$ cat config.mk
export PLATFORM = sky130hd
export DESIGN_NAME = pulse_burst_codec
export DESIGN_NICKNAME = d
export VERILOG_FILES = /design/src/rtl/pbc_pkg.sv /design/src/rtl/pbc_datapath.sv /design/src/rtl/pbc_control.sv /design/src/rtl/pulse_burst_codec.sv
export SDC_FILE = /design/constraint.sdc
export NUM_CORES = 1
export LEC_CHECK = 0
export BUFFER_PORTS_ARGS = -buffer_cell sky130_fd_sc_hd__buf_2
export CORE_MARGIN = 3
export CORE_UTILIZATION = 30
export DETAILED_ROUTE_END_ITERATION = 12
export SYNTH_ARGS = -nofsm -noshare
export SYNTH_HDL_FRONTEND = slang
export SYNTH_HIERARCHICAL = 1
export SYNTH_SLANG_ARGS = --single-unit
$ cat constraint.sdc
create_clock -name clk -period 2.8 [get_ports clk]
set_clock_uncertainty 0.15 [all_clocks]
set_input_delay 0.14 -clock clk [delete_from_list [all_inputs] [get_ports clk]]
set_output_delay 0.14 -clock clk [all_outputs]
set_load 0.02 [all_outputs]
$ cat src/rtl/pbc_pkg.sv
package pbc_pkg;

  // Strobes issued by the control to the datapath, one cycle each.
  typedef struct packed {
    logic txLoad;       // capture word, clear slot timer
    logic txEmitFrame;  // emit a clock pulse
    logic txEmitData;   // emit the next data bit and shift
    logic txArmSlot;    // reload timer with slot spacing
    logic txArmGap;     // reload timer with inter-burst gap
    logic rxClear;      // clear the receive accumulator
    logic rxSetBit;     // set the indexed accumulator bit
    logic rxPublish;    // copy accumulator to output word
  } pbcStrobe_t;

  typedef enum logic [1:0] {TX_IDLE, TX_SEND, TX_GAP} txState_t;

  typedef enum logic [2:0] {
    RX_IDLE, RX_AFT_FRAME, RX_AFT_DATA, RX_TAIL, RX_RECOVER
  } rxState_t;

endpackage

$ cat src/rtl/pbc_datapath.sv
module pbc_datapath
  import pbc_pkg::*;
#(
  parameter int WORD_W  = 16,
  parameter int SLOT_SP = 8,
  parameter int GAP_CYC = 48
) (
  input  logic                           clk,
  input  logic                           rstN,
  input  pbcStrobe_t                     stb,
  input  logic [WORD_W-1:0]              txWordIn,
  input  logic                           rxPulseIn,
  input  logic [$clog2(WORD_W)-1:0]      rxBitIdx,
  output logic                           txTimZero,
  output logic [$clog2(GAP_CYC+1)-1:0]   rxSince,
  output logic                           txPulse,
  output logic                           rxValid,
  output logic [WORD_W-1:0]              rxWord
);

  localparam int TIM_W   = $clog2(GAP_CYC + SLOT_SP + 1);
  localparam int SINCE_W = $clog2(GAP_CYC + 1);

  logic [TIM_W-1:0]  txTim;
  logic [WORD_W-1:0] txSh;
  logic [WORD_W-1:0] rxAcc;

  // Transmit slot / gap timer
  always_ff @(posedge clk) begin
    if (!rstN)              txTim <= '0;
    else if (stb.txLoad)    txTim <= '0;
    else if (stb.txArmSlot) txTim <= TIM_W'(SLOT_SP - 1);
    else if (stb.txArmGap)  txTim <= TIM_W'(GAP_CYC - 1);
    else if (txTim != '0)   txTim <= txTim - 1'b1;
  end

  assign txTimZero = (txTim == '0);

  // Transmit word shifter, LSB leaves first
  always_ff @(posedge clk) begin
    if (!rstN)               txSh <= '0;
    else if (stb.txLoad)     txSh <= txWordIn;
    else if (stb.txEmitData) txSh <= txSh >> 1;
  end

  always_ff @(posedge clk) begin
    if (!rstN) txPulse <= 1'b0;
    else       txPulse <= stb.txEmitFrame | (stb.txEmitData & txSh[0]);
  end

  // Cycles since the last received pulse, saturating at the gap
  always_ff @(posedge clk) begin
    if (!rstN)                          rxSince <= '0;
    else if (rxPulseIn)                 rxSince <= SINCE_W'(1);
    else if (rxSince != SINCE_W'(GAP_CYC)) rxSince <= rxSince + 1'b1;
  end

  // Receive accumulator and published word
  always_ff @(posedge clk) begin
    if (!rstN)             rxAcc <= '0;
    else if (stb.rxClear)  rxAcc <= '0;
    else if (stb.rxSetBit) rxAcc[rxBitIdx] <= 1'b1;
  end

  always_ff @(posedge clk) begin
    if (!rstN) begin
      rxWord  <= '0;
      rxValid <= 1'b0;
    end else begin
      rxValid <= stb.rxPublish;
      if (stb.rxPublish) rxWord <= rxAcc;
    end
  end

  // a transmit pulse never lasts more than one cycle
  p_pulse_single_r3: assert property (@(posedge clk) disable iff (!rstN)
    txPulse |=> !txPulse);

  // the valid strobe lasts one cycle
  p_valid_single_r6: assert property (@(posedge clk) disable iff (!rstN)
    rxValid |=> !rxValid);

  // the captured word is only reloaded by an accepted start
  p_word_hold_r2: assert property (@(posedge clk) disable iff (!rstN)
    (!stb.txLoad && !stb.txEmitData) |=> $stable(txSh));

endmodule

$ cat src/rtl/pbc_control.sv
module pbc_control
  import pbc_pkg::*;
#(
  parameter int WORD_W  = 16,
  parameter int SLOT_SP = 8,
  parameter int GAP_CYC = 48
) (
  input  logic                           clk,
  input  logic                           rstN,
  input  logic                           txStart,
  input  logic                           rxPulseIn,
  input  logic                           txTimZero,
  input  logic [$clog2(GAP_CYC+1)-1:0]   rxSince,
  output pbcStrobe_t                     stb,
  output logic [$clog2(WORD_W)-1:0]      rxBitIdx,
  output logic                           txBusy,
  output logic                           txDone,
  output logic                           rxError
);

  localparam int LAST_SLOT = 2 * WORD_W;
  localparam int SLOT_W    = $clog2(LAST_SLOT + 1);
  localparam int LAST_FR   = WORD_W + 1;
  localparam int FR_W      = $clog2(LAST_FR + 1);
  localparam int IDX_W     = $clog2(WORD_W);
  localparam int SINCE_W   = $clog2(GAP_CYC + 1);
  localparam int NEAR_TOL  = SLOT_SP / 4;
  localparam int FAR_TOL   = SLOT_SP / 2;
  localparam int NEAR_MIN  = SLOT_SP - NEAR_TOL;
  localparam int NEAR_MAX  = SLOT_SP + NEAR_TOL;
  localparam int FAR_MIN   = 2 * SLOT_SP - FAR_TOL;
  localparam int FAR_MAX   = 2 * SLOT_SP + FAR_TOL;

  txState_t          txState;
  logic [SLOT_W-1:0] txSlot;
  rxState_t          rxState, rxNext;
  logic [FR_W-1:0]   frames, framesNext;
  logic              errNow;
  logic              nearHit, farHit, frameDone;

  // ---------------- transmit sequencing ----------------
  always_comb begin
    stb.txLoad      = 1'b0;
    stb.txEmitFrame = 1'b0;
    stb.txEmitData  = 1'b0;
    stb.txArmSlot   = 1'b0;
    stb.txArmGap    = 1'b0;
    case (txState)
      TX_IDLE: stb.txLoad = txStart;
      TX_SEND: if (txTimZero) begin
        stb.txEmitFrame = ~txSlot[0];
        stb.txEmitData  = txSlot[0];
        if (txSlot == SLOT_W'(LAST_SLOT)) stb.txArmGap = 1'b1;
        else                              stb.txArmSlot = 1'b1;
      end
      default: ;
    endcase
  end

  always_ff @(posedge clk) begin
    if (!rstN) begin
      txState <= TX_IDLE;
      txSlot  <= '0;
      txDone  <= 1'b0;
    end else begin
      txDone <= 1'b0;
      case (txState)
        TX_IDLE: if (txStart) begin
          txState <= TX_SEND;
          txSlot  <= '0;
        end
        TX_SEND: if (txTimZero) begin
          if (txSlot == SLOT_W'(LAST_SLOT)) txState <= TX_GAP;
          else                              txSlot  <= txSlot + 1'b1;
        end
        TX_GAP: if (txTimZero) begin
          txState <= TX_IDLE;
          txDone  <= 1'b1;
        end
        default: txState <= TX_IDLE;
      endcase
    end
  end

  assign txBusy = (txState != TX_IDLE);

  // ---------------- receive decoding ----------------
  assign nearHit = (rxSince >= SINCE_W'(NEAR_MIN)) && (rxSince <= SINCE_W'(NEAR_MAX));
  assign farHit  = (rxSince >= SINCE_W'(FAR_MIN))  && (rxSince <= SINCE_W'(FAR_MAX));
  assign frameDone = ((frames + 1'b1) == FR_W'(LAST_FR));
  assign rxBitIdx  = IDX_W'(frames - 1'b1);

  always_comb begin
    rxNext        = rxState;
    framesNext    = frames;
    errNow        = 1'b0;
    stb.rxClear   = 1'b0;
    stb.rxSetBit  = 1'b0;
    stb.rxPublish = 1'b0;
    case (rxState)
      RX_IDLE: if (rxPulseIn) begin
        stb.rxClear = 1'b1;
        framesNext  = FR_W'(1);
        rxNext      = RX_AFT_FRAME;
      end
      RX_AFT_FRAME: begin
        if (rxPulseIn) begin
          if (nearHit) begin
            stb.rxSetBit = 1'b1;
            rxNext       = RX_AFT_DATA;
          end else if (farHit) begin
            framesNext = frames + 1'b1;
            rxNext     = frameDone ? RX_TAIL : RX_AFT_FRAME;
          end else begin
            errNow = 1'b1;
          end
        end else if (rxSince == SINCE_W'(FAR_MAX)) begin
          errNow = 1'b1;
        end
      end
      RX_AFT_DATA: begin
        if (rxPulseIn) begin
          if (nearHit) begin
            framesNext = frames + 1'b1;
            rxNext     = frameDone ? RX_TAIL : RX_AFT_FRAME;
          end else begin
            errNow = 1'b1;
          end
        end else if (rxSince == SINCE_W'(NEAR_MAX)) begin
          errNow = 1'b1;
        end
      end
      RX_TAIL: begin
        if (rxPulseIn) errNow = 1'b1;
        else if (rxSince == SINCE_W'(GAP_CYC)) begin
          stb.rxPublish = 1'b1;
          rxNext        = RX_IDLE;
        end
      end
      RX_RECOVER: if (!rxPulseIn && rxSince == SINCE_W'(GAP_CYC)) rxNext = RX_IDLE;
      default: rxNext = RX_IDLE;
    endcase
    if (errNow) rxNext = RX_RECOVER;
  end

  always_ff @(posedge clk) begin
    if (!rstN) begin
      rxState <= RX_IDLE;
      frames  <= '0;
      rxError <= 1'b0;
    end else begin
      rxState <= rxNext;
      frames  <= framesNext;
      rxError <= errNow;
    end
  end

  // the slot counter never passes the last slot of a burst
  p_slot_bound_r3: assert property (@(posedge clk) disable iff (!rstN)
    (txState == TX_SEND) |-> (txSlot <= SLOT_W'(LAST_SLOT)));

  // done is raised only as the transmitter returns to idle
  p_done_idle_r5: assert property (@(posedge clk) disable iff (!rstN)
    txDone |-> !txBusy && $past(txBusy));

  // a word is published only after every clock pulse arrived
  p_publish_full_r6: assert property (@(posedge clk) disable iff (!rstN)
    stb.rxPublish |-> (frames == FR_W'(LAST_FR)));

  // the clock pulse count stays inside one burst
  p_frames_bound_r8: assert property (@(posedge clk) disable iff (!rstN)
    frames <= FR_W'(LAST_FR));

endmodule

$ cat src/rtl/pulse_burst_codec.sv
module pulse_burst_codec
  import pbc_pkg::*;
#(
  parameter int WORD_W  = 16,
  parameter int SLOT_SP = 8,
  parameter int GAP_CYC = 48
) (
  input  logic              clk,
  input  logic              rstN,
  input  logic              txStart,
  input  logic [WORD_W-1:0] txWord,
  input  logic              rxPulse,
  output logic              txPulse,
  output logic              txBusy,
  output logic              txDone,
  output logic              rxValid,
  output logic              rxError,
  output logic [WORD_W-1:0] rxWord
);

  localparam int IDX_W   = $clog2(WORD_W);
  localparam int SINCE_W = $clog2(GAP_CYC + 1);

  pbcStrobe_t         stb;
  logic               txTimZero;
  logic [SINCE_W-1:0] rxSince;
  logic [IDX_W-1:0]   rxBitIdx;

  pbc_control #(.WORD_W(WORD_W), .SLOT_SP(SLOT_SP), .GAP_CYC(GAP_CYC)) uCtrl (
    .clk(clk), .rstN(rstN), .txStart(txStart), .rxPulseIn(rxPulse),
    .txTimZero(txTimZero), .rxSince(rxSince), .stb(stb), .rxBitIdx(rxBitIdx),
    .txBusy(txBusy), .txDone(txDone), .rxError(rxError)
  );

  pbc_datapath #(.WORD_W(WORD_W), .SLOT_SP(SLOT_SP), .GAP_CYC(GAP_CYC)) uDp (
    .clk(clk), .rstN(rstN), .stb(stb), .txWordIn(txWord), .rxPulseIn(rxPulse),
    .rxBitIdx(rxBitIdx), .txTimZero(txTimZero), .rxSince(rxSince),
    .txPulse(txPulse), .rxValid(rxValid), .rxWord(rxWord)
  );

  // a burst ends either decoded or discarded, never both
  p_valid_err_excl_r11: assert property (@(posedge clk) disable iff (!rstN)
    !(rxValid && rxError));

endmodule

==> results of run 1 <==
==> final timing paths <==
path,start,to,slack [ns],cells past startpoint
max,uDp/txTim[1],uCtrl/txSlot[4],0.26,10
min,rxPulse,uDp/rxSince[0],0.17,3
max reg2reg,uDp/txTim[1],uCtrl/txSlot[4],0.26,10
min reg2reg,uDp/rxAcc[1],uDp/rxAcc[1],0.32,2
==> critical path, delay by kind of cell, from the launching register on <==
family | cells | cell delay [ns]
xor+xnor | 1 | 0.15
fa+ha+maj | 1 | 0.19
flops | 1 | 0.32
buf+inv | 1 | 0.09
simple gates | 5 | 0.92
compound gates | 2 | 0.59
==> where the power goes <==
part | total (mW) | internal (mW) | switching (mW)
logic | 0.688 | 0.321 | 0.368
clock network | 1.11 | 0.617 | 0.495
registers | 1.28 | 1.21 | 0.0723
total | 3.08 | 2.14 | 0.936
==> area by class of cell <==
class,count,area (um^2),share of cell area (%)
multi-input combinational,316,2070,44.4
sequential,80,1600,34.3
timing repair buffer,66,438,9.38
clock buffer,9,225,4.83
tap,168,210,4.50
clock inverter,7,63.8,1.37
inverter,15,56.3,1.21
==> sequential cells by signal, indices dropped and copies added (netlist names) <==
signal,cells
uCtrl/frames,5
uCtrl/rxError,1
uCtrl/rxState,3
uCtrl/txDone,1
uCtrl/txSlot,6
uCtrl/txState,2
uDp/rxAcc,16
uDp/rxSince,6
uDp/rxValid,1
uDp/rxWord,16
uDp/txPulse,1
uDp/txSh,16
uDp/txTim,6
==> Yosys cell counts, drive strengths merged, types with 7 or more instances <==
master	instances	area, um^2
nor3b	8	60.1
a21oi	24	120
nor2b	27	169
and2	18	113
o21ai	20	100
inv	15	56.3
dfxtp	80	1600
nand3	9	45.0
and3	9	56.3
nand2	31	119
nor2	41	154
mux2i	31	310
xor2	9	78.8
clkbuf	16	60.1
ha	7	87.6
a211oi	8	60.1
nor3	8	40.0
==> metrics by stage <==
step	instances	hold slack (ns)	instance area, um^2	util, %
after global placement	628	0.281	4210	34.5
after global routing	661	0.231	4670	38.2
after floorplan	432	0.157	3810	-
after detailed placement	628	0.290	4210	34.5
final	661	0.173	4670	38.2
after CTS	661	0.158	4670	38.2
==> cells by family (layout without fill, tap and decap cells) <==
kind of cell	Yosys count	count (layout)	share of synthesized area, %
AND/OR/NAND/NOR	183	183	26.6
AO/OA/AOI/OAI	84	84	14.6
flip-flops	80	80	42.0
buffers and inverters	36	97	3.78
multiplexers	32	32	8.44
XOR/XNOR	10	10	2.30
adder cells (fa/ha/maj)	7	7	2.30
==> placed cells by master (no fill, tap or decap), types with 17 or more instances in the layout <==
cell           synthesis  layout
buf_2                  4      40
a21oi_1               24      24
mux2i_1               31      31
and2_1                18      18
dlygate4sd3_1          0      17
o21ai_0               20      20
nor2_1                41      40
nand2_1               30      30
nor2b_1               27      27
dfxtp_1               80      80
==> metal layers <==
layer / global-route usage [%] / vias to the layer above
li1: - / 1645
met1: 15.3 / 1454
met2: 19.5 / 50
met3: 3.11 / 6
met4: 3.33 / 0
met5: 0 / -
==> qor.yml, run 1 <==
global_route:
  antenna_found_initial: 0
  grt_use_total_pct: 11.8
  grt_pass1_vias: 3074
  grt_max_degree: 35
  grt_pass1_wl_um: 14300
  grt_overflow_total: 0
die:
  core-area_um2: 12200
  fp.dieH_um: 119
  die_area_um2: 14100
  ios: 41
  rows: 40
  die_w_um: 119
  initial_core_util_pct: 31.2
layout:
  final_nets: 515
  syn2layout_area_growth_pct: 22.5
  num-fill-cells: 1258
  antenna_cells: 0
  drive_gt1_share_pct: 16.2
cts:
  path_clk_slew_ns: 0.06
  clkLatencyLatePin_ns: 0.33
  htreeDepth: 3
  cts_resized: 0
  ctsRootBufferMaster: "clkbuf_16"
  cts_sinks: 80
  cts_tree: "yes"
  cts_setup_buffers: 0
  cts_buffers: 9
  clockBufferDepth: 2
  cts_hold_buf: 17
power_and_ir_drop:
  peakVddDrop_v: 0.000239
  total_power_mw: 3.08
  p_leak_nw: 1.76
  power_density_nw_per_um2: 660
critical_path:
  endpoint_kind: "register"
  crit_required_ns: 2.85
  cp_max_fo: 6
  arrival_ns: 2.59
  slowest_stage: "or3b_4"
  crit_type: "reg -> reg"
  slowest_delay_ns: 0.41
  startpoint_type: "register"
  worst_path_most_repeated_cell: "nor2_1"
  path_cells: "inv_1 > ha_1 > or3b_4 > nor2_1 > nand2_1 > a31o_2 > a21oi_1 > nand4_1 > xor2_1 > nor2_1"
placement:
  hpwl_um: 5670
  routabilityCongestion: 0.780
  dp_slack_ns: 0.281
  port_buffers: 40
hold_path:
  hold_class: "in -> reg"
route:
  first_pass_iters: 4
  ant_nets: 0
  totalWireLength_um: 8080
  route.met3.wl_um: 273
  drtIter0Drc: 223
  topRoutingLayerUsed: "met4"
  wl_per_cell_um: 12.2
  viasPerCell: 4.77
  via_count: 3155
  drc_errors: 0
  met2_length_um: 3860
  m1WireLength_um: 3880
yosys:
  synthFlopType: "dfxtp_1"
  ys_types: 58
  synth-edff-count: 0
  synth_nets: 459
  ys_seq_area_share_pct: 42.0
  ys.warnings.count: 6
  ys_async_sr_fraction_pct: 0
  synth_area_um2: 3810
  netlist_instances: 432
  ys_ff_latch: 80
  avgSynthCellArea_um2: 8.82
sta:
  slew_violations: 0
  max_slew_margin_pct: 60.8
  worst_slack_ns: 0.262
  finalSetupViolations: 0
  grt_setup_unrepaired: "no"
  finalCriticalPeriod_ns: 2.54
  finalHoldViolCount: 0
  period_share_pct: 90.6
  finalSetupTns_ns: 0
  fmax_mhz: 394
  tightest_slew_ns: 0.588
job:
  maxCapViolCount: 0
outcome:
  outcome: "finished, final reports clean"
Note: power is estimated with default switching activity, not from simulation.
==> run 2: changes to the inputs <==
--- a/config.mk
+++ b/config.mk
@@ -11,5 +11,4 @@
 export DETAILED_ROUTE_END_ITERATION = 12
 export SYNTH_ARGS = -nofsm -noshare
 export SYNTH_HDL_FRONTEND = slang
-export SYNTH_HIERARCHICAL = 1
 export SYNTH_SLANG_ARGS = --single-unit
==> run 2 against run 1 <==
Compared with the run above: synthesized area decreased by 4.3%; global-route usage is 0.92 points higher; register-to-register slack gained 0.22 ns; critical endpoint is now uDp.txSh[14]; cell count decreased by 1.7%; wire length rose by 0.79%; worst hold slack got worse by 0.12 ns; utilization shrank 0.44 points; highest routed layer unchanged; critical path type unchanged; worst setup slack improved by 0.22 ns.
==> qor.yml, run 2 <==
sta:
  fmax_mhz: 432  # +9.6%
  tightest_slew_ns: 0.805  # +0.217 ns
  finalHoldViolCount: 0  # unchanged
  finalSetupViolations: 0  # unchanged
  grt_setup_unrepaired: "no"
  slew_violations: 0  # unchanged
  finalCriticalPeriod_ns: 2.32  # -0.222 ns
  period_share_pct: 82.7  # -7.9 points
  whs_ns: 0.0537  # -0.119 ns
  max_slew_margin_pct: 46.3  # -14 points
  finalSetupTns_ns: 0  # unchanged
route:
  ant_nets: 0  # unchanged
  viasPerCell: 4.97  # +4.1%
  drc_errors: 0  # unchanged
  drtIter0Drc: 164  # -26%
  wl_per_cell_um: 12.5  # +2.5%
  totalWireLength_um: 8150  # +0.79%
  first_pass_iters: 4  # unchanged
  via_count: 3229  # +2.3%
die:
  initial_core_util_pct: 31.3  # +0.075 points
  core-area_um2: 11700  # -4.5%
  rows: 39  # -2.5%
  die_w_um: 116  # -2.0%
  ios: 41  # unchanged
  die_area_um2: 13500  # -4.1%
  fp.dieH_um: 116  # -2.0%
cts:
  clkLatencyLatePin_ns: 0.34  # about the same
  cts_sinks: 80  # unchanged
  ctsRootBufferMaster: "clkbuf_16"
  htreeDepth: 3  # unchanged
  path_clk_slew_ns: 0.06  # about the same
  cts_hold_buf: 18  # +1
  cts_resized: 0  # unchanged
  clockBufferDepth: 2  # unchanged
  cts_tree: "yes"
  cts_setup_buffers: 0  # unchanged
  cts_buffers: 9  # unchanged
critical_path:
  cp_max_fo: 30  # +24
  rr_startpoint: "uDp.txTim[0]"
  cp_top_family: "simple AND/OR/NAND/NOR gates"
  ff2ff_path_depth: 8  # -2
  crit_type: "reg -> reg"
  worst-path-stages: 8  # -2
  regToRegEndpoint: "uDp.txSh[14]"
  slowest_delay_ns: 0.34  # -0.07 ns
  crit_buf_inv: 2  # +1
  crit_required_ns: 2.88  # +0.03 ns
  crit_start: "uDp.txTim[0]"
  startpoint_type: "register"
  endpoint_kind: "register"
  slowest_stage: "nor2b_1"
  r2r_setup_slack_ns: 0.48  # +0.22 ns
  path_cells: "inv_1 > ha_1 > nor2b_1 > nand4_1 > o21ai_1 > buf_4 > nor2_1 > a311oi_1"
  arrival_ns: 2.39  # -0.20 ns
  endpoint: "uDp.txSh[14]"
layout:
  drive_gt1_share_pct: 13.2  # -3.0 points
  final_cell_mix: "dfxtp_1, nand2_1, nor2_1"
  final_nets: 532  # +3.3%
  reg_top3: "uDp.rxAcc (16), uDp.rxWord (16), uDp.txSh (16)"
  antenna_cells: 0  # unchanged
  num-fill-cells: 1167  # -7.2%
  final_common_cell: "dfxtp_1"
  syn2layout_area_growth_pct: 20.8
yosys:
  synth_area_um2: 3650  # -4.3%
  synth_top_area_cell: "dfxtp_1"
  ys_top_cells_by_count: "dfxtp_1, nand2_1, nor2_1"
  ys_types: 54  # -6.9%
  synth.top_cell.area_share_pct: 43.9  # +1.9 points
  ys_ff_latch: 80  # unchanged
  yosys.cell_count.top_type: "dfxtp_1"
  ys_async_sr_fraction_pct: 0  # unchanged
  synth-edff-count: 0  # unchanged
  netlist_instances: 456  # +5.6%
  avgSynthCellArea_um2: 8.00  # -9.3%
  synthFlopType: "dfxtp_1"
  ys_seq_area_share_pct: 43.9  # +1.9 points
  synth_area_leaders: "dfxtp_1, nand2_1, nor2_1"
  synth_nets: 486  # +5.9%
  ys.warnings.count: 0  # -6
power_and_ir_drop:
  pwr-share-comb_pct: 21.1  # -1.3 points
  power.share.clock_pct: 36.5  # +0.4 points
  p_sw_uw: 926  # -0.99%
  internal_power_mw: 2.16  # +0.86%
  peakVddDrop_v: 0.000281  # +17%
  power_density_nw_per_um2: 701  # +6.3%
  power_frac_seq_pct: 42.3  # +0.8 points
  swShare_pct: 30.0  # -0.39 points
  p_leak_nw: 1.66  # -5.7%
hold_path:
  hold_class: "in -> reg"
global_route:
  grt_pass1_vias: 3011  # -2.0%
  grt_pass1_wl_um: 13900  # -2.6%
  grt_max_degree: 47  # +34%
  grt_overflow_total: 0  # unchanged
  antenna_found_initial: 0  # unchanged
  grt_use_total_pct: 12.8  # +0.92 points
job:
  maxCapViolCount: 0  # unchanged
outcome:
  outcome: "finished, final reports clean"
placement:
  hpwl_um: 5560  # -2.0%
  routabilityCongestion: 0.828  # +6.1%
  port_buffers: 40  # unchanged
## run 2: cell count changes after synthesis, moves of 6 or more
| cell | previous run | this run |
|---|---|---|
| nand2_1 | 30 | 77 |
| a311oi_1 | 0 | 15 |
| nor2b_1 | 27 | 5 |
| o21ai_0 | 20 | 14 |
| mux2i_1 | 31 | 4 |
| and2_1 | 18 | 7 |
| a21oi_1 | 24 | 46 |
| nor2_1 | 41 | 63 |
| nor3b_1 | 8 | 1 |
| and3_1 | 9 | 2 |
## run 2: power groups by stage
stage	clock network [mW]	registers (mW)	logic, mW
floorplan	0	1.30	0.515
global placement	0	1.33	0.614
detailed placement	0	1.33	0.630
CTS	1.15	1.31	0.651
global route	1.20	1.32	0.753
finish	1.13	1.31	0.653
## run 2: layout make-up
class	count	area, um^2	share of cell area (%)
Clock buffer	10	229	5.20
Inverter	16	60.1	1.36
Sequential cell	80	1600	36.4
Clock inverter	6	60.1	1.36
Multi-Input combinational cell	334	1870	42.5
Timing Repair Buffer	61	403	9.15
Tap cell	143	179	4.06
## run 2: kinds of logic (layout without fill, tap and decap cells)
kind of cell | Yosys count | count (layout) | synth area share, %
buf+inv | 42 | 93 | 4.73
mux | 4 | 4 | 1.10
xor+xnor | 12 | 12 | 2.88
flops | 80 | 80 | 43.9
compound gates | 99 | 99 | 17.2
simple gates | 209 | 209 | 26.8
fa+ha+maj | 10 | 10 | 3.43
## run 2: how the worst min path moves through the flow
stage | endpoint | depth (start not counted) | slack (ns) | start
5_1_grt | uCtrl.rxState[0] | 3 | 0.08 | rxPulse
2_1_floorplan | uDp.txSh[15] | 2 | 0.13 | txWord[15]
6_report | uCtrl.rxState[0] | 3 | 0.05 | rxPulse
4_1_cts | uCtrl.rxState[0] | 3 | 0.03 | rxPulse
3_5_place_dp | uDp.txSh[15] | 3 | 0.25 | txWord[15]
3_3_place_gp | uDp.txSh[15] | 3 | 0.25 | txWord[15]
## run 2: per-layer routing
layer | share of wire (%) | global-route usage (%)
met2 | 48 | 21.5
met5 | 0 | 0
met1 | 47 | 15.7
met3 | 3.2 | 2.33
met4 | 1.6 | 6.03
## run 2: tightest hold or removal path, stage by stage
cell and delay, ns:
buf_2 0.14, a21oi_1 0.14, nor4b_1 0.06
## run 2: through the flow
stage | power [mW] | setup slack (ns) | util (%) | cells | cell area (um^2)
floorplan | 1.82 | 0.882 | - | 456 | 3650
global placement | 1.94 | 0.625 | 33.8 | 616 | 3940
detailed placement | 1.96 | 0.524 | 33.8 | 616 | 3940
CTS | 3.11 | 0.501 | 37.8 | 650 | 4410
global route | 3.27 | 0.225 | 37.8 | 650 | 4410
finish | 3.09 | 0.484 | 37.8 | 650 | 4410
==> run 3: changes to the inputs <==
==> constraint.sdc (replaced) <==
create_clock -name clk -period 2.19 [get_ports clk]
set_clock_uncertainty 0.15 [all_clocks]
set_input_delay 0.1095 -clock clk [delete_from_list [all_inputs] [get_ports clk]]
set_output_delay 0.1095 -clock clk [all_outputs]
set_load 0.02 [all_outputs]
==> run 3 against run 2 <==
Compared with the run above: via count rose by 2.9%; sequential share of layout area shrank 1.1 points; critical path depth unchanged; largest power group unchanged; maximum frequency grew 12%; critical path type unchanged.
==> qor.yml, run 3 (same netlist as run 2, synthesis figures left out) <==
outcome:
  outcome: "finished, final reports clean"
route:
  via_count: 3323  # +2.9%
  viasPerCell: 5.03  # +1.4%
  totalWireLength_um: 8250  # +1.3%
  wl_per_cell_um: 12.5  # -0.21%
  met2_length_um: 4030  # +2.4%
  drc_errors: 0  # unchanged
  ant_nets: 0  # unchanged
  route.met3.wl_um: 303  # +17%
  first_pass_iters: 8  # +4
  topRoutingLayerUsed: "met4"
  drtIter0Drc: 225  # +37%
  m1WireLength_um: 3770  # -1.4%
sta:
  finalHoldViolCount: 0  # unchanged
  max_slew_margin_pct: 62.0  # +16 points
  slew_violations: 0  # unchanged
  finalSetupViolations: 0  # unchanged
  period_share_pct: 94.5  # +12 points
  fmax_mhz: 483  # +12%
  tightest_slew_ns: 0.569  # -0.236 ns
  worst_slack_ns: 0.121  # -0.363 ns
  finalCriticalPeriod_ns: 2.07  # -0.247 ns
  whs_ns: 0.300  # +0.246 ns
critical_path:
  r2r_setup_slack_ns: 0.12  # -0.36 ns
  ff2ff_path_depth: 8  # unchanged
  crit_required_ns: 2.27  # -0.61 ns
  rr_startpoint: "uDp.rxSince[1]"
  arrival_ns: 2.15  # -0.24 ns
  path_cells: "inv_1 > ha_1 > nand4bb_1 > o21ai_0 > nor3_1 > o21bai_1 > nor3_1 > a2111oi_2"
  endpoint_kind: "register"
  cp_max_fo: 8  # -73%
  slowest_delay_ns: 0.43  # +0.09 ns
  startpoint_type: "register"
  worst_path_most_repeated_cell: "nor3_1"
  slowest_stage: "dfxtp_1"
  crit_type: "reg -> reg"
  regToRegEndpoint: "uCtrl.rxState[1]"
layout:
  antenna_cells: 0  # unchanged
  stdcell_area_um2: 4540  # +3.0%
  stdcell_count: 660  # +1.5%
  final_nets: 544  # +2.3%
  final_cell_mix: "dfxtp_1, nand2_1, nor2_1"
  drive_gt1_share_pct: 15.7  # +2.5 points
  reg_top3: "uDp.rxAcc (16), uDp.rxWord (16), uDp.txSh (16)"
  final_common_cell: "dfxtp_1"
  syn2layout_area_growth_pct: 24.5
global_route:
  grt_use_total_pct: 12.6  # -0.14 points
  grt_pass1_wl_um: 13800  # -0.74%
  grt_overflow_total: 0  # unchanged
  antenna_found_initial: 0  # unchanged
  grt_max_degree: 31  # -34%
  grt_pass1_vias: 3069  # +1.9%
hold_path:
  whs_endpoint: "uDp.rxWord[11]"
  hp-start: "uDp.rxWord[11]"
  hold_class: "reg -> reg"
  whs_path_depth: 2  # -1
placement:
  dp_cells: 626  # +1.6%
  place_area_um2: 4020  # +2.2%
  port_buffers: 40  # unchanged
  routabilityCongestion: 0.835  # +0.80%
  hpwl_um: 5690  # +2.4%
  dp_slack_ns: -0.00323  # -0.527 ns
cts:
  path_clk_slew_ns: 0.06  # about the same
  cts_sinks: 80  # unchanged
  clockBufferDepth: 2  # unchanged
  clkLatencyLatePin_ns: 0.33  # about the same
  cts_tree: "yes"
  cts_buffers: 9  # unchanged
  ctsRootBufferMaster: "clkbuf_16"
  htreeDepth: 3  # unchanged
die:
  die_w_um: 116  # unchanged
  initial_core_util_pct: 31.3  # unchanged
  die_area_um2: 13500  # unchanged
  fp.dieH_um: 116  # unchanged
  core-area_um2: 11700  # unchanged
  ios: 41  # unchanged
  rows: 39  # unchanged
power_and_ir_drop:
  power_density_nw_per_um2: 900  # +28%
  p_leak_nw: 1.74  # +4.5%
  peakVddDrop_v: 0.000497  # +77%
job:
  maxCapViolCount: 0  # unchanged
[run 3: metal layers]
metal / vias up / track usage [%]
met5: - / 0
met4: 0 / 6.19
met3: 13 / 2.95
met2: 78 / 21.0
met1: 1548 / 15.3
li1: 1684 / -
[run 3: through the flow]
step	utilization (%)	setup TNS (ns)	total power [mW]
floorplan	-	0	2.33
global placement	34.5	0	2.52
detailed placement	34.5	-0.00323	2.56
CTS	38.7	0	4.08
global route	38.9	-0.0526	4.31
finish	38.9	0	4.08
[run 3: critical path: cells and delay by family (launching register included)]
family	cells	cell delay (ns)
AOI/OAI and AO/OA	3	0.57
and+or+nand+nor	3	0.53
DFF	1	0.43
buffers and inverters	1	0.07
adders and majority gates	1	0.21
[run 3: worst max-delay path by stage]
| stage | startpoint | end | slack, ns | depth (start not counted) |
|---|---|---|---|---|
| 6_report | uDp.rxSince[1] | uCtrl.rxState[1] | 0.12 | 8 |
| 4_1_cts | uDp.txTim[0] | uDp.txSh[10] | 0.003 | 8 |
| 5_1_grt | uDp.rxSince[1] | uCtrl.rxState[1] | -0.05 | 8 |
| 2_1_floorplan | uDp.txTim[0] | uCtrl.txSlot[5] | 0.27 | 8 |
| 3_3_place_gp | uDp.txTim[0] | uDp.txSh[4] | 0.14 | 8 |
| 3_5_place_dp | uDp.txTim[0] | uDp.txSh[10] | -0.003 | 8 |
[run 3: repair_timing]
item	CTS	global route
gates resized for setup	0	6
endpoints found under the hold margin	22	0
endpoints found under the setup margin	0	29
buffers inserted	0	1
hold buffers	19	0
[run 3: cell type report]
type                            instances  area, um^2
Inverter                               16        60.1
Sequential cell                        80        1600
Fill cell                            1147        7120
Tap cell                              143         179
Multi-Input combinational cell        334        1900
Clock buffer                           11         253
Clock inverter                          3        42.5
Timing Repair Buffer                   73         508
[run 3: report_power, final]
| part | switching, mW | leakage [nW] | internal [mW] | total, mW |
|---|---|---|---|---|
| clock network | 0.556 | 0.143 | 0.929 | 1.49 |
| registers | 0.107 | 0.650 | 1.57 | 1.68 |
| logic | 0.534 | 0.945 | 0.387 | 0.922 |
| total | 1.20 | 1.74 | 2.89 | 4.08 |
